## config.mk

```make
export PLATFORM = sky130hd
export DESIGN_NAME = intra_fill16
export DESIGN_NICKNAME = d
export VERILOG_FILES = /design/src/rtl/intra_fill_pkg.sv /design/src/rtl/intra_fill_ctrl.sv /design/src/rtl/intra_fill_dp.sv /design/src/rtl/intra_fill16.sv
export SDC_FILE = /design/constraint.sdc
export NUM_CORES = 1
export LEC_CHECK = 0
export BUFFER_PORTS_ARGS = -buffer_cell sky130_fd_sc_hd__buf_2
export CORE_MARGIN = 4
export CORE_UTILIZATION = 30
export CTS_CLUSTER_DIAMETER = 120
export DETAILED_ROUTE_END_ITERATION = 10
export HOLD_SLACK_MARGIN = 0.15
export PLACE_DENSITY_LB_ADDON = 0.05
export SYNTH_ARGS = -nofsm -noshare
export SYNTH_HDL_FRONTEND = slang
export SYNTH_SLANG_ARGS = --single-unit
```

## constraint.sdc

```tcl
create_clock -name clk -period 11.1 [get_ports clk]
set_input_delay 1.11 -clock clk [delete_from_list [all_inputs] [get_ports clk]]
set_output_delay 1.11 -clock clk [all_outputs]
set_load 0.03 [all_outputs]
```

## src/rtl/intra_fill_pkg.sv

```systemverilog
package intra_fill_pkg;
  parameter int GRID_N = 16;
  localparam int ROW_W = $clog2(GRID_N);

  typedef enum logic [1:0] {
    MODE_VERT  = 2'd0,
    MODE_HORZ  = 2'd1,
    MODE_DC    = 2'd2,
    MODE_PLANE = 2'd3
  } predMode_e;

  // strobes from control to datapath
  typedef struct packed {
    logic             latch;
    logic [ROW_W-1:0] row;
  } fillStrobe_t;
endpackage

```

## src/rtl/intra_fill_ctrl.sv

```systemverilog
module intra_fill_ctrl
  import intra_fill_pkg::*;
(
  input  logic             clk,
  input  logic             rstN,
  input  logic             start,
  input  logic [1:0]       mode,
  output fillStrobe_t      stb,
  output logic             rowValid,
  output logic [ROW_W-1:0] rowIdx,
  output logic             rowLast,
  output logic             badMode
);
  typedef enum logic {ST_IDLE, ST_RUN} ctrlState_e;

  localparam logic [ROW_W-1:0] LAST_ROW = ROW_W'(GRID_N - 1);

  ctrlState_e       state;
  logic [ROW_W-1:0] rowCnt;
  logic             badQ;
  logic             idle;
  logic             accept;

  assign idle   = (state == ST_IDLE);
  assign accept = idle && start && (mode != MODE_PLANE);

  always_ff @(posedge clk or negedge rstN) begin
    if (!rstN) begin
      state  <= ST_IDLE;
      rowCnt <= '0;
      badQ   <= 1'b0;
    end else begin
      badQ <= idle && start && (mode == MODE_PLANE);
      case (state)
        ST_IDLE: begin
          if (accept) begin
            state  <= ST_RUN;
            rowCnt <= '0;
          end
        end
        default: begin
          if (rowCnt == LAST_ROW) begin
            state <= ST_IDLE;
          end else begin
            rowCnt <= rowCnt + 1'b1;
          end
        end
      endcase
    end
  end

  assign stb.latch = accept;
  assign stb.row   = rowCnt;
  assign rowValid  = (state == ST_RUN);
  assign rowIdx    = rowCnt;
  assign rowLast   = (state == ST_RUN) && (rowCnt == LAST_ROW);
  assign badMode   = badQ;
endmodule

```

## src/rtl/intra_fill_dp.sv

```systemverilog
module intra_fill_dp
  import intra_fill_pkg::*;
#(
  parameter int SAMPLE_W = 8
) (
  input  logic                         clk,
  input  logic                         rstN,
  input  fillStrobe_t                  stb,
  input  logic [1:0]                   modeIn,
  input  logic                         upperIn,
  input  logic                         leftIn,
  input  logic [GRID_N*SAMPLE_W-1:0]   aboveIn,
  input  logic [GRID_N*SAMPLE_W-1:0]   leftColIn,
  output logic [GRID_N*SAMPLE_W-1:0]   rowData
);
  localparam int LINE_W = GRID_N * SAMPLE_W;
  localparam int LOG_N  = $clog2(GRID_N);
  localparam int SUM_W  = SAMPLE_W + $clog2(2 * GRID_N);

  logic [LINE_W-1:0]   aboveQ;
  logic [LINE_W-1:0]   leftQ;
  logic [1:0]          modeQ;
  logic                upQ;
  logic                lfQ;
  logic [SUM_W-1:0]    sumAbove;
  logic [SUM_W-1:0]    sumLeft;
  logic [SAMPLE_W-1:0] dcVal;
  logic [SAMPLE_W-1:0] leftSel;

  always_ff @(posedge clk or negedge rstN) begin
    if (!rstN) begin
      aboveQ <= '0;
      leftQ  <= '0;
      modeQ  <= MODE_VERT;
      upQ    <= 1'b0;
      lfQ    <= 1'b0;
    end else if (stb.latch) begin
      aboveQ <= aboveIn;
      leftQ  <= leftColIn;
      modeQ  <= modeIn;
      upQ    <= upperIn;
      lfQ    <= leftIn;
    end
  end

  always_comb begin
    sumAbove = '0;
    sumLeft  = '0;
    for (int i = 0; i < GRID_N; i++) begin
      sumAbove = sumAbove + SUM_W'(aboveQ[i*SAMPLE_W +: SAMPLE_W]);
      sumLeft  = sumLeft  + SUM_W'(leftQ[i*SAMPLE_W +: SAMPLE_W]);
    end
  end

  always_comb begin
    case ({upQ, lfQ})
      2'b11:   dcVal = SAMPLE_W'((sumAbove + sumLeft + SUM_W'(GRID_N)) >> (LOG_N + 1));
      2'b10:   dcVal = SAMPLE_W'((sumAbove + SUM_W'(GRID_N / 2)) >> LOG_N);
      2'b01:   dcVal = SAMPLE_W'((sumLeft + SUM_W'(GRID_N / 2)) >> LOG_N);
      default: dcVal = SAMPLE_W'(1 << (SAMPLE_W - 1));
    endcase
  end

  assign leftSel = leftQ[stb.row*SAMPLE_W +: SAMPLE_W];

  for (genvar c = 0; c < GRID_N; c++) begin : g_col
    assign rowData[c*SAMPLE_W +: SAMPLE_W] =
        (modeQ == MODE_VERT) ? aboveQ[c*SAMPLE_W +: SAMPLE_W] :
        (modeQ == MODE_HORZ) ? leftSel : dcVal;
  end
endmodule

```

## src/rtl/intra_fill16.sv

```systemverilog
module intra_fill16
  import intra_fill_pkg::*;
#(
  parameter int SAMPLE_W = 8
) (
  input  logic                       clk,
  input  logic                       rstN,
  input  logic                       start,
  input  logic [1:0]                 mode,
  input  logic                       upperOk,
  input  logic                       leftOk,
  input  logic [GRID_N*SAMPLE_W-1:0] aboveRow,
  input  logic [GRID_N*SAMPLE_W-1:0] leftCol,
  output logic                       rowValid,
  output logic [ROW_W-1:0]           rowIdx,
  output logic                       rowLast,
  output logic [GRID_N*SAMPLE_W-1:0] rowData,
  output logic                       badMode
);
  fillStrobe_t stb;

  intra_fill_ctrl ctrlI (
    .clk      (clk),
    .rstN     (rstN),
    .start    (start),
    .mode     (mode),
    .stb      (stb),
    .rowValid (rowValid),
    .rowIdx   (rowIdx),
    .rowLast  (rowLast),
    .badMode  (badMode)
  );

  intra_fill_dp #(.SAMPLE_W(SAMPLE_W)) dpI (
    .clk       (clk),
    .rstN      (rstN),
    .stb       (stb),
    .modeIn    (mode),
    .upperIn   (upperOk),
    .leftIn    (leftOk),
    .aboveIn   (aboveRow),
    .leftColIn (leftCol),
    .rowData   (rowData)
  );
endmodule

```

Yosys cells after proc, flatten, opt, wreduce, memory -nomap -nowiden
Index checks and enable logic that the tools add are counted.
{"block": "word_totals", "inputBits": 263, "regBits": 266}
{"block": "op_classes", "n_shift": 1, "mux": 24, "bitwise": 1, "add_sub_neg": 35, "reduce_logical": 7, "n_eq_ne": 8}
{"op": "$add 13x8->13", "count": 28}
{"op": "$mux 8", "count": 17}
{"op": "$shiftx 128x8->8", "count": 1}
{"op": "$add 12x4->12 const B", "count": 2}
{"op": "$pmux 8 s3", "count": 1}
{"op": "$add 8x8->9", "count": 2}
{"op": "$add 13x13->13", "count": 1}
{"op": "$add 13x5->13 const B", "count": 1}
{"op": "$mux 4", "count": 3}
{"op": "$eq 2x2->1 const B", "count": 3}
{"op": "$add 4x1->4 const B", "count": 1}
{"op": "$eq 2x1->1 const B", "count": 2}
{"op": "$eq 4x4->1 const B", "count": 1}
{"op": "$logic_and 1x1->1", "count": 4}
{"op": "$ne 2x2->1 const B", "count": 2}
{"op": "$mux 1", "count": 3}
{"op": "$logic_not 2->1", "count": 1}
{"op": "$reduce_and 2->1", "count": 1}
{"op": "$reduce_bool 2->1", "count": 1}
{"op": "$not 1->1", "count": 1}

Longest topological paths before layout
Gate-level depths: netlist of the first run.
{"block": "depth", "depth_word": 20, "depth_mapped": 33, "depth_no_buf": 32}

Hierarchy
From an unflattened synthesis of the first run, not the netlist that was laid out.
{"block": "unflattened", "hier_cells": 1686, "hier_area_um2": 19722.7}
{"module": "intra_fill_dp", "area_each_um2": 19357.3, "cells_each": 1652, "seq_area_each_um2": 6506.2, "instances": 1}
{"module": "intra_fill_ctrl", "area_each_um2": 365.4, "cells_each": 34, "seq_area_each_um2": 150.1, "instances": 1}

Worst setup path after synthesis of the first run
Ideal clock, no wire load.
{"block": "synth_timing", "kind": "flip-flop to output port", "startpoint": "register dpI.aboveQ[1]", "endpoint": "output rowData[103]", "arrival_ns": 8.433, "required_ns": 9.990, "stages_incl_launch_ff": 33, "setup_slack_ns": 1.557, "n_path_buf": 1, "cell_sequence": "dfrtp_1 > ha_1 > a21o_1 > a21oi_1 > o21bai_1 > a21oi_1 > o21bai_1 > a21oi_1 > xnor2_1 > fa_1 > inv_1 > fa_1 > fa_1 > fa_1 > inv_1 > fa_1 > fa_1 > ha_1 > and3_2 > a221oi_1 > xor2_1 > inv_1 > ha_1 > ha_1 > a21o_1 > a21oi_1 > o21ai_0 > o21a_1 > o21a_1 > or3_1 > mux2_2 > clkbuf_1 > a31oi_1"}
{"block": "synth_between", "elab_chain_len": 20, "word_cells_on_any_way": 21}
{"element": "from (decl)", "line_no": "intra_fill_dp.sv:20", "text": "logic [LINE_W-1:0] aboveQ;"}
{"element": "from (signal assigned)", "line_no": "intra_fill_dp.sv:38", "text": "aboveQ <= aboveIn;"}
{"element": "$add 8x8->9 *", "line_no": "intra_fill_dp.sv:50", "text": "sumAbove = sumAbove + SUM_W'(aboveQ[i*SAMPLE_W +: SAMPLE_W]);"}
{"element": "$add 13x8->13 * (14 in series)", "line_no": "intra_fill_dp.sv:50"}
{"element": "$add 13x13->13", "line_no": "intra_fill_dp.sv:57", "text": "2'b11: dcVal = SAMPLE_W'((sumAbove + sumLeft + SUM_W'(GRID_N)) >> (LOG_N + 1));"}
{"element": "$add 13x5->13", "line_no": "intra_fill_dp.sv:57"}
{"element": "$pmux 8 s3 *", "line_no": "intra_fill_dp.sv:56", "text": "case ({upQ, lfQ})"}
{"element": "$mux 8 *", "line_no": "intra_fill_dp.sv:69", "text": "(modeQ == MODE_HORZ) ? leftSel : dcVal;"}
{"element": "$mux 8 *", "line_no": "intra_fill_dp.sv:68", "text": "(modeQ == MODE_VERT) ? aboveQ[c*SAMPLE_W +: SAMPLE_W] :"}
{"element": "to (decl)", "line_no": "intra_fill16.sv:17", "text": "output logic [GRID_N*SAMPLE_W-1:0] rowData,"}
Every way passes the cells marked *; elsewhere a longest branch is shown, timed or not.

Worst setup path after layout of the first run
{"block": "layout_timing", "startpoint": "register dpI.aboveQ[1]", "endpoint": "output rowData[111]"}
The elaborated chain is that of the path after synthesis.

==> flow_summary.ini, run 1 <==
[detailed_routing]
drt-pass1-iter-count = 5
finalWirelength_um = 69680
wl_per_cell_um = 20.90
via_per_inst = 4.702
first_iter_violations = 828
antenna_left = 0
via_count = 15680
drc_errors = 0

[floorplanning]
dieWidth_um = 264.5
row_count = 93
dieArea_sq_um = 69970
initial_core_util_pct = 30.46
core_sq_um = 64810
io_pins = 398
die_h_um = 264.5

[global_routing]
grt_pass1_vias = 17240
grt_pass1_wl_um = 106800
grt_max_degree = 247
groute.usage.overall_pct = 19.67
antenna_found_initial = 3
grt_remaining_overflow = 0

[setup_path]
endpoint_kind = output port
crit_path_max_incr_delay_ns = 0.52
critical_path_class = reg2out
crit_arrival_ns = 9.43
cp_top_family = adder cells
critPathLaunch = dpI.aboveQ[1]
crit_fanout = 16
r2r-start = ctrlI.rowValid
critPathBufInv = 4
startpoint_type = flip-flop
cp.required_ns = 9.99
slowest_stage = fa_1
cp_common_cell = fa_1

[sta]
period_minus_slack_ns = 10.54
hold_viol = 0
slew_headroom_pct = 6.125
rsz0062_at_grt = no
worstMarginPinSlew_ns = 1.408
period_share_pct = 94.97
max_freq_ghz = 0.09486
fin_worst_skew_ns = 0.02656
slew_viol_final = 0
setup_violations = 0
tns_ns = 0

[yosys]
synth_area_sq_um = 19740
yosysSeqAreaShare_pct = 33.72
postSynthCellCount = 2106
synth_edf_count = 0
yosys_most_used_dff = dfrtp_1
async_flop_share_pct = 100.0
synth_nets = 2655
synth_area_per_cell_sq_um = 9.373
synth-seq-cells = 266
synth_cell_types = 64
yosys_warnings = 0

[clock_tree]
cts_buffers = 36
clkSlewWorstSetupHoldPaths_ns = 0.06
cts_num_sinks = 266
hold_buffers = 0
cts_root_buffer = clkbuf_16
cts_tree = yes
htreeDepth = 2
clk_latency_ns = 0.56
cts.path.max_buffers = 3

[min_path]
holdCritStartpoint = dpI.leftQ[2]
hp-class = reg2reg

[finish]
drive_gt1_share_pct = 21.47
register_area_sq_um = 6658
fillers = 6734
final_nets = 3003
multi_input_area_sq_um = 11750
syn2layout_area_growth_pct = 20.66

[flow_run]
cap_violations = 0

[placement]
gp_congestion = 0.8431
port_buffers = 397
dp_hpwl_um = 54230

[run_status]
outcome = completed
==> stage by stage <==
step | setup slack (ns) | instance area (sq um) | hold slack [ns] | utilization, % | std cells
floorplan | 1.557 | 19740 | 0.4662 | - | 2106
global placement | 1.177 | 22590 | 0.4894 | 34.85 | 3271
detailed placement | 1.014 | 22590 | 0.5013 | 34.85 | 3271
CTS | 0.3992 | 23810 | 0.5158 | 36.73 | 3333
global route | 0.08629 | 23820 | 0.5471 | 36.74 | 3333
finish | 0.5584 | 23820 | 0.5150 | 36.75 | 3334
==> sequential cells by signal, indices dropped and copies added (netlist names) <==
register	flops
dpI.modeQ	2
dpI.upQ	1
dpI.lfQ	1
ctrlI.rowValid	1
dpI.leftQ	128
ctrlI.badMode	1
ctrlI.rowIdx	4
dpI.aboveQ	128
==> cell families (layout without fill, tap and decap cells) <==
logic type | after synthesis | in the layout | synth area share, %
muxes | 46 | 46 | 4.881
other | 0 | 1 | 0
buffers and inverters | 367 | 739 | 7.048
adders and majority gates | 286 | 286 | 25.89
and+or+nand+nor | 759 | 759 | 14.98
AOI/OAI and AO/OA | 348 | 348 | 11.98
xor gates and xnor gates | 34 | 34 | 1.508
DFF | 266 | 266 | 33.72
==> worst reg2reg max path, cell delays in order (launching register included) <==
cell and delay (ns):
dfrtp_1 0.41, inv_1 0.13, nand3_4 0.55, buf_4 0.80, buf_4 0.82, nand2_1 0.20, nand2_1 0.11
==> Yosys cell counts (3+ instances only) <==
library cell  number  area share [%]
mux4_2            40             4.6
a31oi_1           17            0.54
o21a_1             7            0.27
ha_1              82             5.2
nor3_1            10            0.25
a21o_1           111             4.2
o2111ai_1          3            0.13
nor2b_1            3           0.095
mux2i_1            4            0.20
o21bai_1           8            0.30
a2111oi_0          3            0.13
a21oi_1           24            0.61
dfrtp_1          266              34
inv_1            263             5.0
a211oi_1          38             1.4
nand3_1            7            0.18
xnor2_1           22            0.98
nand2_1          695              13
a21boi_0          17            0.65
o21ai_1           21            0.53
a211o_1            4            0.18
xor2_1            12            0.53
fa_1             204              21
buf_2              5            0.13
o21ai_0           71             1.8
or3_1              5            0.16
nor2_1            23            0.44
clkbuf_1          95             1.8
o31ai_1            3            0.11
==> what timing repair did <==
| item | CTS | global route |
|---|---|---|
| gates resized for setup | 0 | 1 |
| buffers inserted | 0 | 0 |
| endpoints found under the hold margin | 0 | 0 |
| setup endpoints to repair | 0 | 8 |
==> cell type report <==
type | count | area share [%]
diodes | 1 | 0.01051
clock buffers | 49 | 4.460
clock inverters | 13 | 0.6619
inverters | 264 | 4.161
multi-input cells | 1473 | 49.32
flip-flops and latches | 266 | 27.95
well taps | 855 | 4.492
repair buffers | 413 | 8.941
==> per-layer routing <==
layer	wire length, um	GRT usage [%]	vias to the layer above
met2	34380	33.95	348
met3	2985	3.007	78
met4	1664	4.797	2
li1	-	-	7428
met5	13	0	-
met1	30640	26.13	7822
==> placed cells by master, fill, tap and decap left out, types with 8 or more instances in the layout <==
cell	n
nand2_1	695
buf_2	396
dfrtp_1	265
inv_1	263
fa_1	204
a21o_1	111
ha_1	82
o21ai_0	71
mux4_2	40
a211oi_1	38
clkbuf_16	38
a21oi_1	23
xnor2_1	22
nor2_1	22
o21ai_1	18
a21boi_0	17
a31oi_1	17
buf_4	15
xor2_1	12
nor3_1	10
o21bai_1	8
==> final timing paths <==
| path | endpoint | slack [ns] | cells after the start |
|---|---|---|---|
| setup / recovery | rowData[111] | 0.56 | 32 |
| hold / removal | dpI.leftQ[2] | 0.52 | 2 |
| setup reg to reg | dpI.aboveQ[97] | 8.00 | 6 |
| hold reg to reg | dpI.leftQ[2] | 0.52 | 2 |
| max in group asynchronous | dpI.leftQ[39] | 8.23 | 3 |
| min in group asynchronous | dpI.aboveQ[91] | 0.59 | 1 |
Power of run 1 is not shown: default switching activity piles up to over one toggle a cycle in this logic, so the estimate is an artifact.
==> run 2: changes to the inputs <==
- CTS_BUF_LIST: not set -> sky130_fd_sc_hd__clkbuf_16
- RECOVER_POWER: not set -> 25
==> flow_summary.ini, run 2 (synthesis gave the netlist of run 1 again) <==
[detailed_routing]
drt-pass1-iter-count = 5
drc_errors = 0
finalWirelength_um = 69590
via_count = 15690
antenna_left = 0
first_iter_violations = 832
via_per_inst = 4.707
wl_per_cell_um = 20.87

[global_routing]
grt_pass1_wl_um = 106800
antenna_found_initial = 3
grt_max_degree = 247
grt_pass1_vias = 17250
grt_remaining_overflow = 0
groute.usage.overall_pct = 19.67

[min_path]
hold_path_depth = 2
hp-class = reg2reg

[sta]
fin_worst_skew_ns = 0.02704
slew_headroom_pct = -263.2
period_minus_slack_ns = 10.54
max_freq_ghz = 0.09488
worstMarginPinSlew_ns = 5.448
tns_ns = 0
rsz0062_at_grt = no
slew_viol_final = 213
setup_violations = 0
period_share_pct = 94.95
finalWorstSetupSlack_ns = 0.5600
hold_viol = 0

[clock_tree]
cts_buffers = 36
cts_root_buffer = clkbuf_16
cts_tree = yes
postCtsSetupBuffers = 0
htreeDepth = 2
clk_latency_ns = 0.55
clkSlewWorstSetupHoldPaths_ns = 0.06
cts.path.max_buffers = 3
cts_num_sinks = 266

[setup_path]
endpoint = rowData[111]
rrSetupSlack_ns = 6.44
crit_fanout = 16
crit_arrival_ns = 9.43
cp_common_cell = fa_1
startpoint_type = flip-flop
worst-r2r-cell-count = 6
r2r-start = ctrlI.rowValid
crit_path_max_incr_delay_ns = 0.52
critical_path_class = reg2out
slowest_stage = fa_1
endpoint_kind = output port
critPathLaunch = dpI.aboveQ[1]
cp.required_ns = 9.99
rr_endpoint = dpI.aboveQ[97]

[finish]
syn2layout_area_growth_pct = 20.13
multi_input_area_sq_um = 11740
register_area_sq_um = 6658
mostFrequentLayoutCells = 695 x nand2_1, 394 x buf_2, 267 x inv_1
final_common_cell = nand2_1
fillers = 6743
final_nets = 3003
drive_gt1_share_pct = 20.94

[run_status]
violations = max-capacitance violations, max-slew violations
outcome = finished with violations

[floorplanning]
die_h_um = 264.5
initial_core_util_pct = 30.46
dieArea_sq_um = 69970
io_pins = 398
dieWidth_um = 264.5
row_count = 93
core_sq_um = 64810

[flow_run]
cap_violations = 3

[placement]
preCtsSetupSlack_ns = 1.014
port_buffers = 397
gp_congestion = 0.8431
dp_hpwl_um = 54230
[run 2: changes by cell type in the layout (fill, tap and decap cells not counted), sizes merged]
cell,change
buf,-5
clkinv,+7
inv,+4
clkbuf,-6
[run 2: routing by layer]
layer  share of wire (%)  GRT usage [%]  vias to the layer above
li1                    -              -                     7434
met1                  44          26.11                     7827
met2                  49          33.96                      350
met3                 4.4          3.007                       80
met4                 2.6          4.797                        2
met5               0.019              0                        -
[run 2: repair_timing]
item	CTS	global route
setup endpoints to repair	0	8
hold buffers	0	0
resized for setup	0	1
[run 2: worst min-delay path by stage]
stage                           endpoint           start
after floorplan           dpI.aboveQ[14]  dpI.aboveQ[14]
after global placement      dpI.leftQ[8]    dpI.leftQ[8]
after detailed placement  dpI.aboveQ[11]  dpI.aboveQ[11]
after CTS                 dpI.aboveQ[11]  dpI.aboveQ[11]
after global routing       dpI.leftQ[12]   dpI.leftQ[12]
final                       dpI.leftQ[2]    dpI.leftQ[2]
[run 2: critical path, delay by kind of cell (launching register included)]
kind                       cells  cell delay, ns
muxes                          1            0.45
adders and majority gates     10            4.18
xor gates and xnor gates       2            0.43
buffers and inverters          4            0.44
AOI/OAI and AO/OA             13            2.41
and+or+nand+nor                2            0.55
DFF                            1            0.39
[run 2: area by class of cell]
type,count,area share [%]
multi-input combinational,1473,49.49
antenna,1,0.01055
clock buffer,38,4.010
inverter,264,4.179
sequential,266,28.07
tap,855,4.511
clock inverter,24,0.8389
timing repair buffer,413,8.890
[run 2: per-stage QoR]
step	utilization (%)	instance area, sq um	hold slack, ns	std cells
3_5_place_dp	34.85	22590	0.5013	3271
2_1_floorplan	-	19740	0.4662	2106
4_1_cts	36.63	23740	0.5158	3333
5_1_grt	36.58	23710	0.5471	3333
6_report	36.59	23710	0.5149	3334
3_3_place_gp	34.85	22590	0.4894	3271
Power of run 2 is left out for the same reason.
